$ cat config.mk
export PLATFORM = sky130hd
export DESIGN_NAME = gpr_alias_file
export DESIGN_NICKNAME = d
export VERILOG_FILES = /design/src/rtl/gpr_alias_pkg.sv /design/src/rtl/gpr_access_decode.sv /design/src/rtl/gpr_read_slice.sv /design/src/rtl/gpr_write_merge.sv /design/src/rtl/gpr_alias_file.sv
export SDC_FILE = /design/constraint.sdc
export NUM_CORES = 1
export LEC_CHECK = 0
export BUFFER_PORTS_ARGS = -buffer_cell sky130_fd_sc_hd__buf_2
export CAP_MARGIN = 20
export CELL_PAD_IN_SITES_DETAIL_PLACEMENT = 0
export CELL_PAD_IN_SITES_GLOBAL_PLACEMENT = 1
export CORE_MARGIN = 1
export CORE_UTILIZATION = 52
export DETAILED_ROUTE_END_ITERATION = 16
export HOLD_SLACK_MARGIN = 0.06
export PLACE_DENSITY = 0.9
export SYNTH_ARGS = -nofsm -noshare
export SYNTH_HDL_FRONTEND = slang
export SYNTH_HIERARCHICAL = 1
export SYNTH_SLANG_ARGS = --single-unit
$ cat constraint.sdc
create_clock -name clk -period 2.7 [get_ports clk]
set_input_delay 0.54 -clock clk [delete_from_list [all_inputs] [get_ports clk]]
set_output_delay 0.54 -clock clk [all_outputs]
set_load 0.02 [all_outputs]
$ cat src/rtl/gpr_alias_pkg.sv
package gpr_alias_pkg;
  localparam int unsigned LANE_W = 8;

  typedef enum logic [1:0] {
    SZ_BYTE = 2'b00,
    SZ_HALF = 2'b01,
    SZ_WORD = 2'b10,
    SZ_RSVD = 2'b11
  } acc_size_e;
endpackage

$ cat src/rtl/gpr_access_decode.sv
module gpr_access_decode
  import gpr_alias_pkg::*;
#(
  parameter int unsigned NUM_REGS = 8,
  parameter int unsigned NUM_DATA = 4,
  parameter int unsigned LANES    = 4,
  localparam int unsigned SEL_W   = $clog2(NUM_REGS),
  localparam int unsigned SHIFT_W = $clog2(LANES)
) (
  input  logic [SEL_W-1:0]   sel,
  input  logic [1:0]         size,
  input  logic               hi,
  output logic [LANES-1:0]   lane_en,
  output logic [LANES-1:0]   keep,
  output logic [SHIFT_W-1:0] shift,
  output logic               illegal
);
  localparam int unsigned HALF_LANES = LANES / 2;
  localparam logic [LANES-1:0] HALF_KEEP =
    {{(LANES-HALF_LANES){1'b0}}, {HALF_LANES{1'b1}}};
  localparam logic [LANES-1:0] BYTE_KEEP = LANES'(1);
  localparam logic [SEL_W:0]   DATA_LIM  = (SEL_W+1)'(NUM_DATA);

  logic has_bytes;

  always_comb begin
    has_bytes = ({1'b0, sel} < DATA_LIM);
    keep      = '0;
    shift     = '0;
    illegal   = 1'b0;
    case (acc_size_e'(size))
      SZ_BYTE: begin
        if (has_bytes) begin
          keep  = BYTE_KEEP;
          shift = hi ? SHIFT_W'(1) : '0;
        end else begin
          illegal = 1'b1;
        end
      end
      SZ_HALF: keep = HALF_KEEP;
      SZ_WORD: keep = '1;
      default: illegal = 1'b1;
    endcase
    lane_en = keep << shift;
  end
endmodule

$ cat src/rtl/gpr_read_slice.sv
module gpr_read_slice
  import gpr_alias_pkg::*;
#(
  parameter int unsigned DATA_W   = 32,
  localparam int unsigned LANES   = DATA_W / LANE_W,
  localparam int unsigned SHIFT_W = $clog2(LANES)
) (
  input  logic [DATA_W-1:0]  word,
  input  logic [LANES-1:0]   keep,
  input  logic [SHIFT_W-1:0] shift,
  output logic [DATA_W-1:0]  data
);
  logic [DATA_W-1:0] shifted;

  always_comb shifted = word >> (32'(shift) * LANE_W);

  for (genvar l = 0; l < LANES; l++) begin : g_lane
    always_comb data[l*LANE_W +: LANE_W] = keep[l] ? shifted[l*LANE_W +: LANE_W] : '0;
  end
endmodule

$ cat src/rtl/gpr_write_merge.sv
module gpr_write_merge
  import gpr_alias_pkg::*;
#(
  parameter int unsigned DATA_W   = 32,
  localparam int unsigned LANES   = DATA_W / LANE_W,
  localparam int unsigned SHIFT_W = $clog2(LANES)
) (
  input  logic [DATA_W-1:0]  old_word,
  input  logic [DATA_W-1:0]  wdata,
  input  logic [LANES-1:0]   lane_en,
  input  logic [SHIFT_W-1:0] shift,
  output logic [DATA_W-1:0]  merged
);
  logic [DATA_W-1:0] aligned;

  always_comb aligned = wdata << (32'(shift) * LANE_W);

  for (genvar l = 0; l < LANES; l++) begin : g_lane
    always_comb merged[l*LANE_W +: LANE_W] =
      lane_en[l] ? aligned[l*LANE_W +: LANE_W] : old_word[l*LANE_W +: LANE_W];
  end
endmodule

$ cat src/rtl/gpr_alias_file.sv
module gpr_alias_file
  import gpr_alias_pkg::*;
#(
  parameter int unsigned DATA_W   = 32,
  parameter int unsigned NUM_DATA = 4,
  parameter int unsigned NUM_IDX  = 2,
  parameter int unsigned NUM_PTR  = 2,
  localparam int unsigned NUM_REGS = NUM_DATA + NUM_IDX + NUM_PTR,
  localparam int unsigned SEL_W    = $clog2(NUM_REGS)
) (
  input  logic              clk,
  input  logic              rst_n,
  input  logic              wr_en,
  input  logic [SEL_W-1:0]  wr_sel,
  input  logic [1:0]        wr_size,
  input  logic              wr_hi,
  input  logic [DATA_W-1:0] wr_data,
  output logic              wr_illegal,
  input  logic [SEL_W-1:0]  rd_a_sel,
  input  logic [1:0]        rd_a_size,
  input  logic              rd_a_hi,
  output logic [DATA_W-1:0] rd_a_data,
  output logic              rd_a_illegal,
  input  logic [SEL_W-1:0]  rd_b_sel,
  input  logic [1:0]        rd_b_size,
  input  logic              rd_b_hi,
  output logic [DATA_W-1:0] rd_b_data,
  output logic              rd_b_illegal
);
  localparam int unsigned LANES   = DATA_W / LANE_W;
  localparam int unsigned SHIFT_W = $clog2(LANES);

  logic [NUM_REGS-1:0][DATA_W-1:0] regs_q;
  logic [NUM_REGS-1:0][DATA_W-1:0] regs_d;
  logic [NUM_REGS-1:0]             reg_we;

  // write path decode and merge
  logic [LANES-1:0]   w_lane_en, w_keep;
  logic [SHIFT_W-1:0] w_shift;
  logic               w_bad, wr_go;
  logic [DATA_W-1:0]  w_merged;

  gpr_access_decode #(.NUM_REGS(NUM_REGS), .NUM_DATA(NUM_DATA), .LANES(LANES)) u_wdec (
    .sel(wr_sel), .size(wr_size), .hi(wr_hi),
    .lane_en(w_lane_en), .keep(w_keep), .shift(w_shift), .illegal(w_bad)
  );

  gpr_write_merge #(.DATA_W(DATA_W)) u_merge (
    .old_word(regs_q[wr_sel]), .wdata(wr_data),
    .lane_en(w_lane_en), .shift(w_shift), .merged(w_merged)
  );

  always_comb begin
    wr_go      = wr_en & ~w_bad;
    wr_illegal = wr_en & w_bad;
  end

  for (genvar r = 0; r < NUM_REGS; r++) begin : g_next
    always_comb begin
      reg_we[r] = wr_go && (wr_sel == SEL_W'(r));
      regs_d[r] = reg_we[r] ? w_merged : regs_q[r];
    end
  end

  always_ff @(posedge clk or negedge rst_n) begin
    if (!rst_n) begin
      regs_q <= '0;
    end else begin
      for (int r = 0; r < NUM_REGS; r++) begin
        if (reg_we[r]) regs_q[r] <= regs_d[r];
      end
    end
  end

  // read ports
  logic [LANES-1:0]   a_lane_en, a_keep, b_lane_en, b_keep;
  logic [SHIFT_W-1:0] a_shift, b_shift;

  gpr_access_decode #(.NUM_REGS(NUM_REGS), .NUM_DATA(NUM_DATA), .LANES(LANES)) u_adec (
    .sel(rd_a_sel), .size(rd_a_size), .hi(rd_a_hi),
    .lane_en(a_lane_en), .keep(a_keep), .shift(a_shift), .illegal(rd_a_illegal)
  );

  gpr_read_slice #(.DATA_W(DATA_W)) u_aslice (
    .word(regs_q[rd_a_sel]), .keep(a_keep), .shift(a_shift), .data(rd_a_data)
  );

  gpr_access_decode #(.NUM_REGS(NUM_REGS), .NUM_DATA(NUM_DATA), .LANES(LANES)) u_bdec (
    .sel(rd_b_sel), .size(rd_b_size), .hi(rd_b_hi),
    .lane_en(b_lane_en), .keep(b_keep), .shift(b_shift), .illegal(rd_b_illegal)
  );

  gpr_read_slice #(.DATA_W(DATA_W)) u_bslice (
    .word(regs_q[rd_b_sel]), .keep(b_keep), .shift(b_shift), .data(rd_b_data)
  );

  logic unused_lanes;
  always_comb unused_lanes = ^{a_lane_en, b_lane_en, w_keep};
endmodule

==> results of run 1 <==
[placed cells by master, fill, tap and decap left out, types with 9 or more instances in the layout]
| cell | instances |
|---|---|
| sky130_fd_sc_hd__mux2_2 | 285 |
| sky130_fd_sc_hd__dfrtp_1 | 256 |
| sky130_fd_sc_hd__mux4_2 | 192 |
| sky130_fd_sc_hd__buf_4 | 177 |
| sky130_fd_sc_hd__buf_6 | 68 |
| sky130_fd_sc_hd__mux2_4 | 57 |
| sky130_fd_sc_hd__buf_2 | 57 |
| sky130_fd_sc_hd__mux2i_1 | 55 |
| sky130_fd_sc_hd__buf_12 | 50 |
| sky130_fd_sc_hd__clkbuf_16 | 30 |
| sky130_fd_sc_hd__inv_1 | 29 |
| sky130_fd_sc_hd__and2_4 | 23 |
| sky130_fd_sc_hd__nor2_1 | 20 |
| sky130_fd_sc_hd__nand3b_1 | 18 |
| sky130_fd_sc_hd__o22ai_1 | 16 |
| sky130_fd_sc_hd__nand2b_1 | 14 |
| sky130_fd_sc_hd__o21ai_1 | 12 |
| sky130_fd_sc_hd__mux2_1 | 11 |
| sky130_fd_sc_hd__and2_1 | 10 |
| sky130_fd_sc_hd__a21oi_1 | 10 |
| sky130_fd_sc_hd__mux2i_2 | 9 |
| sky130_fd_sc_hd__mux2i_4 | 9 |
| sky130_fd_sc_hd__o221ai_1 | 9 |
| sky130_fd_sc_hd__o21ai_0 | 9 |
[timing repair]
item                                    4_1_cts  5_1_grt
endpoints found under the setup margin       64       63
resized for setup                           239       52
endpoints found under the hold margin        33        0
pin swaps                                    29       11
gates cloned                                  6        1
hold buffers                                  1        0
setup buffers                                73       27
[stage by stage]
| step | instance area, um^2 | cells | setup TNS [ps] |
|---|---|---|---|
| 2_1_floorplan | 17700 | 1231 | 0 |
| 3_3_place_gp | 19800 | 1826 | -9530 |
| 3_5_place_dp | 19800 | 1826 | -11250 |
| 4_1_cts | 22300 | 1958 | -5420 |
| 5_1_grt | 22700 | 1983 | -8790 |
| 6_report | 22700 | 1983 | -6270 |
[layer usage]
layer | GRT usage [%] | vias up
li1 | - | 5383
met1 | 43.1 | 7008
met2 | 53.0 | 927
met3 | 8.60 | 227
met4 | 16.5 | 4
met5 | 0 | -
[where the power goes]
| part | total, uW | switching, uW | internal, uW |
|---|---|---|---|
| logic | 6390 | 2590 | 3800 |
| registers | 5800 | 998 | 4800 |
| clock network | 4120 | 1650 | 2470 |
| total | 16300 | 5240 | 11100 |
[how the worst min path moves through the flow]
| stage | from | end | slack, ps | depth (start not counted) |
|---|---|---|---|---|
| detailed placement | rst_n | regs_q[209]$_DFFE_PN0P_ | 450 | 1 |
| CTS | rst_n | regs_q[241]$_DFFE_PN0P_ | 460 | 2 |
| global placement | rst_n | regs_q[209]$_DFFE_PN0P_ | 440 | 1 |
| global route | rst_n | regs_q[241]$_DFFE_PN0P_ | 470 | 2 |
| floorplan | rst_n | regs_q[0]$_DFFE_PN0P_ | 240 | 0 |
| finish | rst_n | regs_q[241]$_DFFE_PN0P_ | 450 | 2 |
[worst max-delay path, stage by stage, from the launching register on]
cell,delay (ps)
sky130_fd_sc_hd__dfrtp_1,430
sky130_fd_sc_hd__mux4_2,460
sky130_fd_sc_hd__mux2_4,300
sky130_fd_sc_hd__mux2i_1,150
sky130_fd_sc_hd__buf_4,160
sky130_fd_sc_hd__o21ai_2,60
sky130_fd_sc_hd__and2_4,140
sky130_fd_sc_hd__buf_6,120
[cell type report]
cell class / count / area (um^2) / area share [%]
sequential: 256 / 6410 / 28.2
clock inverter: 11 / 139 / 0.611
multi-input combinational: 833 / 11000 / 48.5
inverter: 29 / 109 / 0.479
tap: 448 / 561 / 2.47
timing repair buffer: 364 / 3640 / 16.0
clock buffer: 42 / 855 / 3.76
==> load_flow_metrics.sql, run 1 <==
INSERT INTO impl_metrics (metric_group, metric, value, unit) VALUES
('clocking', 'htree_num_levels', '1', ''),
('critical_path', 'crit_path_start', 'regs_q[9]$_DFFE_PN0P_', ''),
('placement', 'port-buffer-count', '119', ''),
('drt', 'detailroute.wirelength.met3', '6230', 'um'),
('min_path', 'type_of_the_worst_min_delay_path', 'in -> async', ''),
('global_routing', 'grt_first_pass_wirelength', '88000', 'um'),
('placement', 'place_hpwl', '37500', 'um'),
('drt', 'routed-via-count', '13500', ''),
('placement', 'pre_cts_slack', '-274', 'ps'),
('floorplan', 'core.rowCount', '67', ''),
('sta', 'finalHoldViolCount', '0', ''),
('power', 'total_power', '16300', 'uW'),
('critical_path', 'critical_path_arrival', '2400', 'ps'),
('floorplan', 'fp.dieArea', '0.0348', 'mm^2'),
('global_routing', 'grt_pass1_vias', '14300', ''),
('floorplan', 'die_height', '187', 'um'),
('critical_path', 'worstSetupStartpointType', 'flop', ''),
('global_routing', 'grt_start_max_net_pins', '100', ''),
('critical_path', 'path_max_fanout', '4', ''),
('drt', 'antenna_left', '0', ''),
('power', 'irDropWorstVdd', '553', 'uV'),
('run', 'drv_cap', '0', ''),
('sta', 'fmaxAchievable', '0.340', 'GHz'),
('sta', 'hold-worst-slack', '448', 'ps'),
('floorplan', 'floorplan.core_area', '0.0335', 'mm^2'),
('final_layout', 'area_delta_synth_final', '28.2', '%'),
('drt', 'drtIter0Drc', '1362', ''),
('drt', 'detail_route.vias_per_cell', '6.83', ''),
('sta', 'fin_ws', '-238', 'ps'),
('floorplan', 'die_w', '187', 'um'),
('global_routing', 'grt_util_all_layers', '33.5', '%'),
('drt', 'route.detailed.wl_per_inst', '29.4', 'um'),
('clocking', 'cts_inserted_buffers', '29', ''),
('placement', 'finalWeightedCongestion', '0.932', ''),
('sta', 'final-setup-viol-count', '52', ''),
('critical_path', 'rr_worst_depth', '7', ''),
('final_layout', 'flip_flop_count_of_the_largest_register_after_layout', '256', ''),
('critical_path', 'worstSetupPathType', 'reg -> out', ''),
('final_layout', 'n_antenna_cell', '0', ''),
('clocking', 'tritoncts', 'done', ''),
('yosys', 'synthesized_instance_count', '1231', ''),
('power', 'cellPowerDensity', '717', 'mW/mm^2'),
('yosys', 'synth-warning-count', '6', ''),
('final_layout', 'register_with_the_most_flip_flops', 'regs_q', ''),
('final_layout', 'nNetsFinal', '1575', ''),
('drt', 'wl_met1', '21700', 'um'),
('final_layout', 'fraction_of_final_layout_cells_sized_beyond_drive_strength_1', '67.0', '%'),
('drt', 'route.final.wire_length', '58400', 'um'),
('sta', 'final-max-slew-violation-count', '0', ''),
('critical_path', 'rr_endpoint', 'regs_q[27]$_DFFE_PN0P_', ''),
('clocking', 'cts.sink_count', '256', ''),
('power', 'static-leakage-power', '0.0102', 'uW'),
('clocking', 'worst_skew_pair.late_latency', '570', 'ps'),
('yosys', 'mappedNetlistNets', '1293', ''),
('final_layout', 'reg_top3', 'regs_q: 256 flops', ''),
('global_routing', 'grt_antenna_before_repair', '2', ''),
('drt', 'route.detailed.drc', '0', ''),
('yosys', 'synth_area', '0.0177', 'mm^2'),
('global_routing', 'gr-total-overflow', '0', ''),
('sta', 'post-route-min-period', '2940', 'ps'),
('critical_path', 'rrSetupSlack', '330', 'ps'),
('clocking', 'cts-root-to-sink-buffers', '3', ''),
('drt', 'detailedRoute.firstPassIterationCount', '5', ''),
('clocking', 'clk_pin_slew', '60', 'ps'),
('run_status', 'violations', 'negative setup slack', ''),
('floorplan', 'start_util', '52.9', '%'),
('drt', 'dr_wl_met2', '27100', 'um'),
('critical_path', 'worst-endpoint-required', '2160', 'ps'),
('clocking', 'clock-root-buffer', 'sky130_fd_sc_hd__clkbuf_16', ''),
('sta', 'slew_headroom', '41.8', '%'),
('sta', 'tightestPinTransition', '864', 'ps'),
('floorplan', 'ios', '120', ''),
('sta', 'unrepaired_setup_endpoints_after_global_routing', 'yes', ''),
('yosys', 'synthesis.area_per_instance', '14.4', 'um^2'),
('run_status', 'outcome', 'complete, but fails checks', ''),
('drt', 'top_signal_layer_used', 'met5', ''),
('sta', 'final.period_utilization', '109', '%'),
('critical_path', 'critical_path.endpoint_type', 'output pin', ''),
('sta', 'final.setup_skew', '21.8', 'ps'),
('critical_path', 'cp-endpoint', 'rd_a_data[9]', ''),
('final_layout', 'layout.filler_cells', '2125', ''),
('critical_path', 'crit-reg2reg-launch', 'regs_q[91]$_DFFE_PN0P_', ''),
('final_layout', 'layout.core_utilization', '67.8', '%');
(Power assumes the default switching activity.)
==> inputs of run 2 (changes only) <==
==> constraint.sdc (replaced) <==
create_clock -name clk -period 2.7 [get_ports clk]
set_input_delay 0.81 -clock clk [delete_from_list [all_inputs] [get_ports clk]]
set_output_delay 0.81 -clock clk [all_outputs]
set_load 0.02 [all_outputs]
==> run 2 against run 1 <==
Effect of this change:
- the run still ends with negative setup slack left
- combinational power shrank 3%
- total power shrank 2.4%
- clock power decreased by 6.6%
- flip-flop and latch count unchanged
- worst hold slack worse by 310 ps
- clock skew grew 12 ps
- critical path depth increased by 1
- clock-buffer cell count fell by 2
==> load_flow_metrics.sql, run 2 (synthesis results as in run 1) <==
INSERT INTO impl_metrics (metric_group, metric, value, unit) VALUES
('sta', 'final-max-slew-violation-count', '0', ''),
('sta', 'fin_ws', '-604', 'ps'),
('final_layout', 'layout.filler_cells', '2176', ''),
('power', 'static-leakage-power', '0.00999', 'uW'),
('critical_path', 'worst-endpoint-required', '1890', 'ps'),
('min_path', 'type_of_the_worst_min_delay_path', 'in -> async', ''),
('clocking', 'htree_num_levels', '1', ''),
('sta', 'finalHoldViolCount', '0', ''),
('power', 'comb_power_share', '38.9', '%'),
('clocking', 'clk_pin_slew', '60', 'ps'),
('floorplan', 'die_w', '187', 'um'),
('critical_path', 'crit-reg2reg-launch', 'regs_q[99]$_DFFE_PN0P_', ''),
('critical_path', 'crit_path_start', 'rd_b_sel[1]', ''),
('placement', 'port-buffer-count', '119', ''),
('global_routing', 'grt_antenna_before_repair', '0', ''),
('critical_path', 'critical_path.endpoint_type', 'output pin', ''),
('global_routing', 'grt_start_max_net_pins', '63', ''),
('final_layout', 'nNetsFinal', '1524', ''),
('run_status', 'violations', 'negative setup slack', ''),
('drt', 'route.detailed.drc', '0', ''),
('global_routing', 'grt_pass1_vias', '13900', ''),
('final_layout', 'final-seq-area', '0.00641', 'mm^2'),
('power', 'total_power', '15900', 'uW'),
('sta', 'unrepaired_setup_endpoints_after_global_routing', 'yes', ''),
('placement', 'post-place-cells', '1840', ''),
('critical_path', 'worstPathBufferInverterCount', '3', ''),
('critical_path', 'cp_cell_sequence', 'buf_16, buf_12, mux4_2, mux2_4, mux2i_1, o21ai_1, and2_4, buf_6', ''),
('critical_path', 'slowest_delay', '500', 'ps'),
('run', 'drv_cap', '0', ''),
('global_routing', 'grt_first_pass_wirelength', '87600', 'um'),
('power', 'power.share.clock', '24.2', '%'),
('floorplan', 'die_height', '187', 'um'),
('floorplan', 'fp.dieArea', '0.0348', 'mm^2'),
('power', 'seqPwrFrac', '36.9', '%'),
('floorplan', 'core.rowCount', '67', ''),
('drt', 'routed-via-count', '13400', ''),
('run_status', 'outcome', 'complete, but fails checks', ''),
('critical_path', 'path_max_fanout', '7', ''),
('clocking', 'worst_skew_pair.late_latency', '570', 'ps'),
('sta', 'hold-worst-slack', '135', 'ps'),
('final_layout', 'final_common_cell', 'sky130_fd_sc_hd__mux2_2', ''),
('sta', 'final.period_utilization', '122', '%'),
('floorplan', 'start_util', '52.9', '%'),
('sta', 'tightestPinTransition', '971', 'ps'),
('drt', 'route.final.wire_length', '58600', 'um'),
('power', 'power_report.internal_total', '10700', 'uW'),
('global_routing', 'gr-total-overflow', '0', ''),
('critical_path', 'critical_path_arrival', '2490', 'ps'),
('clocking', 'tritoncts', 'done', ''),
('critical_path', 'critical_path_depth', '8', ''),
('drt', 'route.detailed.wl_per_inst', '30.4', 'um'),
('clocking', 'cts_hold_buf', '0', ''),
('critical_path', 'worstSetupPathType', 'in -> out', ''),
('sta', 'fmaxAchievable', '0.303', 'GHz'),
('final_layout', 'flip_flop_count_of_the_largest_register_after_layout', '256', ''),
('drt', 'detailedRoute.firstPassIterationCount', '7', ''),
('sta', 'slew_headroom', '34.6', '%'),
('clocking', 'cts-root-to-sink-buffers', '3', ''),
('clocking', 'clock-root-buffer', 'sky130_fd_sc_hd__clkbuf_16', ''),
('power', 'irDropWorstVdd', '527', 'uV'),
('sta', 'post-route-min-period', '3300', 'ps'),
('drt', 'antenna_left', '0', ''),
('drt', 'drtIter0Drc', '1751', ''),
('sta', 'timing.setup.tns', '-31810', 'ps'),
('critical_path', 'rr_endpoint', 'regs_q[195]$_DFFE_PN0P_', ''),
('critical_path', 'rr_worst_depth', '5', ''),
('final_layout', 'reg_top3', 'regs_q: 256 flops', ''),
('floorplan', 'ios', '120', ''),
('placement', 'place_hpwl', '37700', 'um'),
('clocking', 'cts_inserted_buffers', '27', ''),
('sta', 'final.setup_skew', '33.6', 'ps'),
('placement', 'finalWeightedCongestion', '0.915', ''),
('global_routing', 'grt_util_all_layers', '33.5', '%'),
('final_layout', 'post-route-cell-area', '0.0227', 'mm^2'),
('final_layout', 'area_delta_synth_final', '27.8', '%'),
('placement', 'detailed_place.area', '0.0202', 'mm^2'),
('sta', 'final-setup-viol-count', '64', ''),
('drt', 'detail_route.vias_per_cell', '6.95', ''),
('final_layout', 'layout_common_cells', 'sky130_fd_sc_hd__mux2_2, sky130_fd_sc_hd__dfrtp_1, sky130_fd_sc_hd__mux4_2', ''),
('floorplan', 'floorplan.core_area', '0.0335', 'mm^2'),
('critical_path', 'rrSetupSlack', '560', 'ps'),
('critical_path', 'worstSetupStartpointType', 'primary input', ''),
('final_layout', 'fraction_of_final_layout_cells_sized_beyond_drive_strength_1', '67.3', '%'),
('clocking', 'cts.sink_count', '256', ''),
('final_layout', 'register_with_the_most_flip_flops', 'regs_q', ''),
('final_layout', 'final_cells', '1930', ''),
('critical_path', 'cp-endpoint', 'rd_b_data[9]', ''),
('power', 'power.switching_fraction', '32.5', '%'),
('final_layout', 'multi_input_comb_area', '0.0112', 'mm^2'),
('power', 'cellPowerDensity', '702', 'mW/mm^2'),
('power', 'net-switching-power', '5180', 'uW'),
('critical_path', 'cp_top_family', 'multiplexers', ''),
('critical_path', 'cp_max_stage_cell', 'sky130_fd_sc_hd__mux4_2', '');
[run 2: worst min path at each step]
stage | from | endpoint | slack, ps | cells after the start
after floorplan | regs_q[194]$_DFFE_PN0P_ | regs_q[194]$_DFFE_PN0P_ | 490 | 1
after global placement | regs_q[103]$_DFFE_PN0P_ | regs_q[103]$_DFFE_PN0P_ | 520 | 1
after detailed placement | regs_q[230]$_DFFE_PN0P_ | regs_q[230]$_DFFE_PN0P_ | 520 | 1
after CTS | rst_n | regs_q[206]$_DFFE_PN0P_ | 140 | 1
after global routing | rst_n | regs_q[242]$_DFFE_PN0P_ | 150 | 1
final | rst_n | regs_q[242]$_DFFE_PN0P_ | 130 | 1
[run 2: metrics by stage]
| stage | worst slack [ps] | utilization (%) |
|---|---|---|
| 4_1_cts | -631 | 66.7 |
| 3_3_place_gp | -847 | 60.3 |
| 5_1_grt | -628 | 67.6 |
| 3_5_place_dp | -831 | 60.3 |
| 6_report | -604 | 67.6 |
| 2_1_floorplan | -321 | - |
[run 2: metal layers]
metal  wire, um  vias to the layer above  global-route usage (%)
met3       7540                      243                    11.4
met2      27100                     1032                    51.4
li1           -                     5286                       -
met4       3490                        0                    18.5
met1      20500                     6855                    41.9
met5          0                        -                       0
[run 2: power groups by stage]
| stage | clock [uW] | combinational, uW | sequential (uW) |
|---|---|---|---|
| 2_1_floorplan | 0 | 3730 | 5430 |
| 4_1_cts | 3850 | 5790 | 5760 |
| 6_report | 3850 | 6200 | 5870 |
| 3_5_place_dp | 0 | 5160 | 5820 |
| 5_1_grt | 4020 | 6450 | 5960 |
| 3_3_place_gp | 0 | 5020 | 5700 |
[run 2: cell type report]
cell class | count | area share, %
Clock inverter | 8 | 0.414
Tap cell | 448 | 2.47
Timing Repair Buffer | 315 | 15.5
Sequential cell | 256 | 28.3
Antenna cell | 1 | 0.0110
Multi-Input combinational cell | 833 | 49.3
Clock buffer | 40 | 3.59
Inverter | 29 | 0.480
[run 2: worst register-to-register path, delay by kind of cell, from the launching register on]
family,cells,cell delay (ps)
AO/OA/AOI/OAI,1,310
buffers and inverters,1,50
flip-flops,1,410
multiplexers,3,1230
[run 2: timing repair]
item / in CTS / in global routing
endpoints found under the hold margin: 0 / 0
pin swaps: 25 / 32
gates cloned: 11 / 2
setup endpoints to repair: 65 / 65
buffers inserted: 21 / 11
resized for setup: 201 / 62
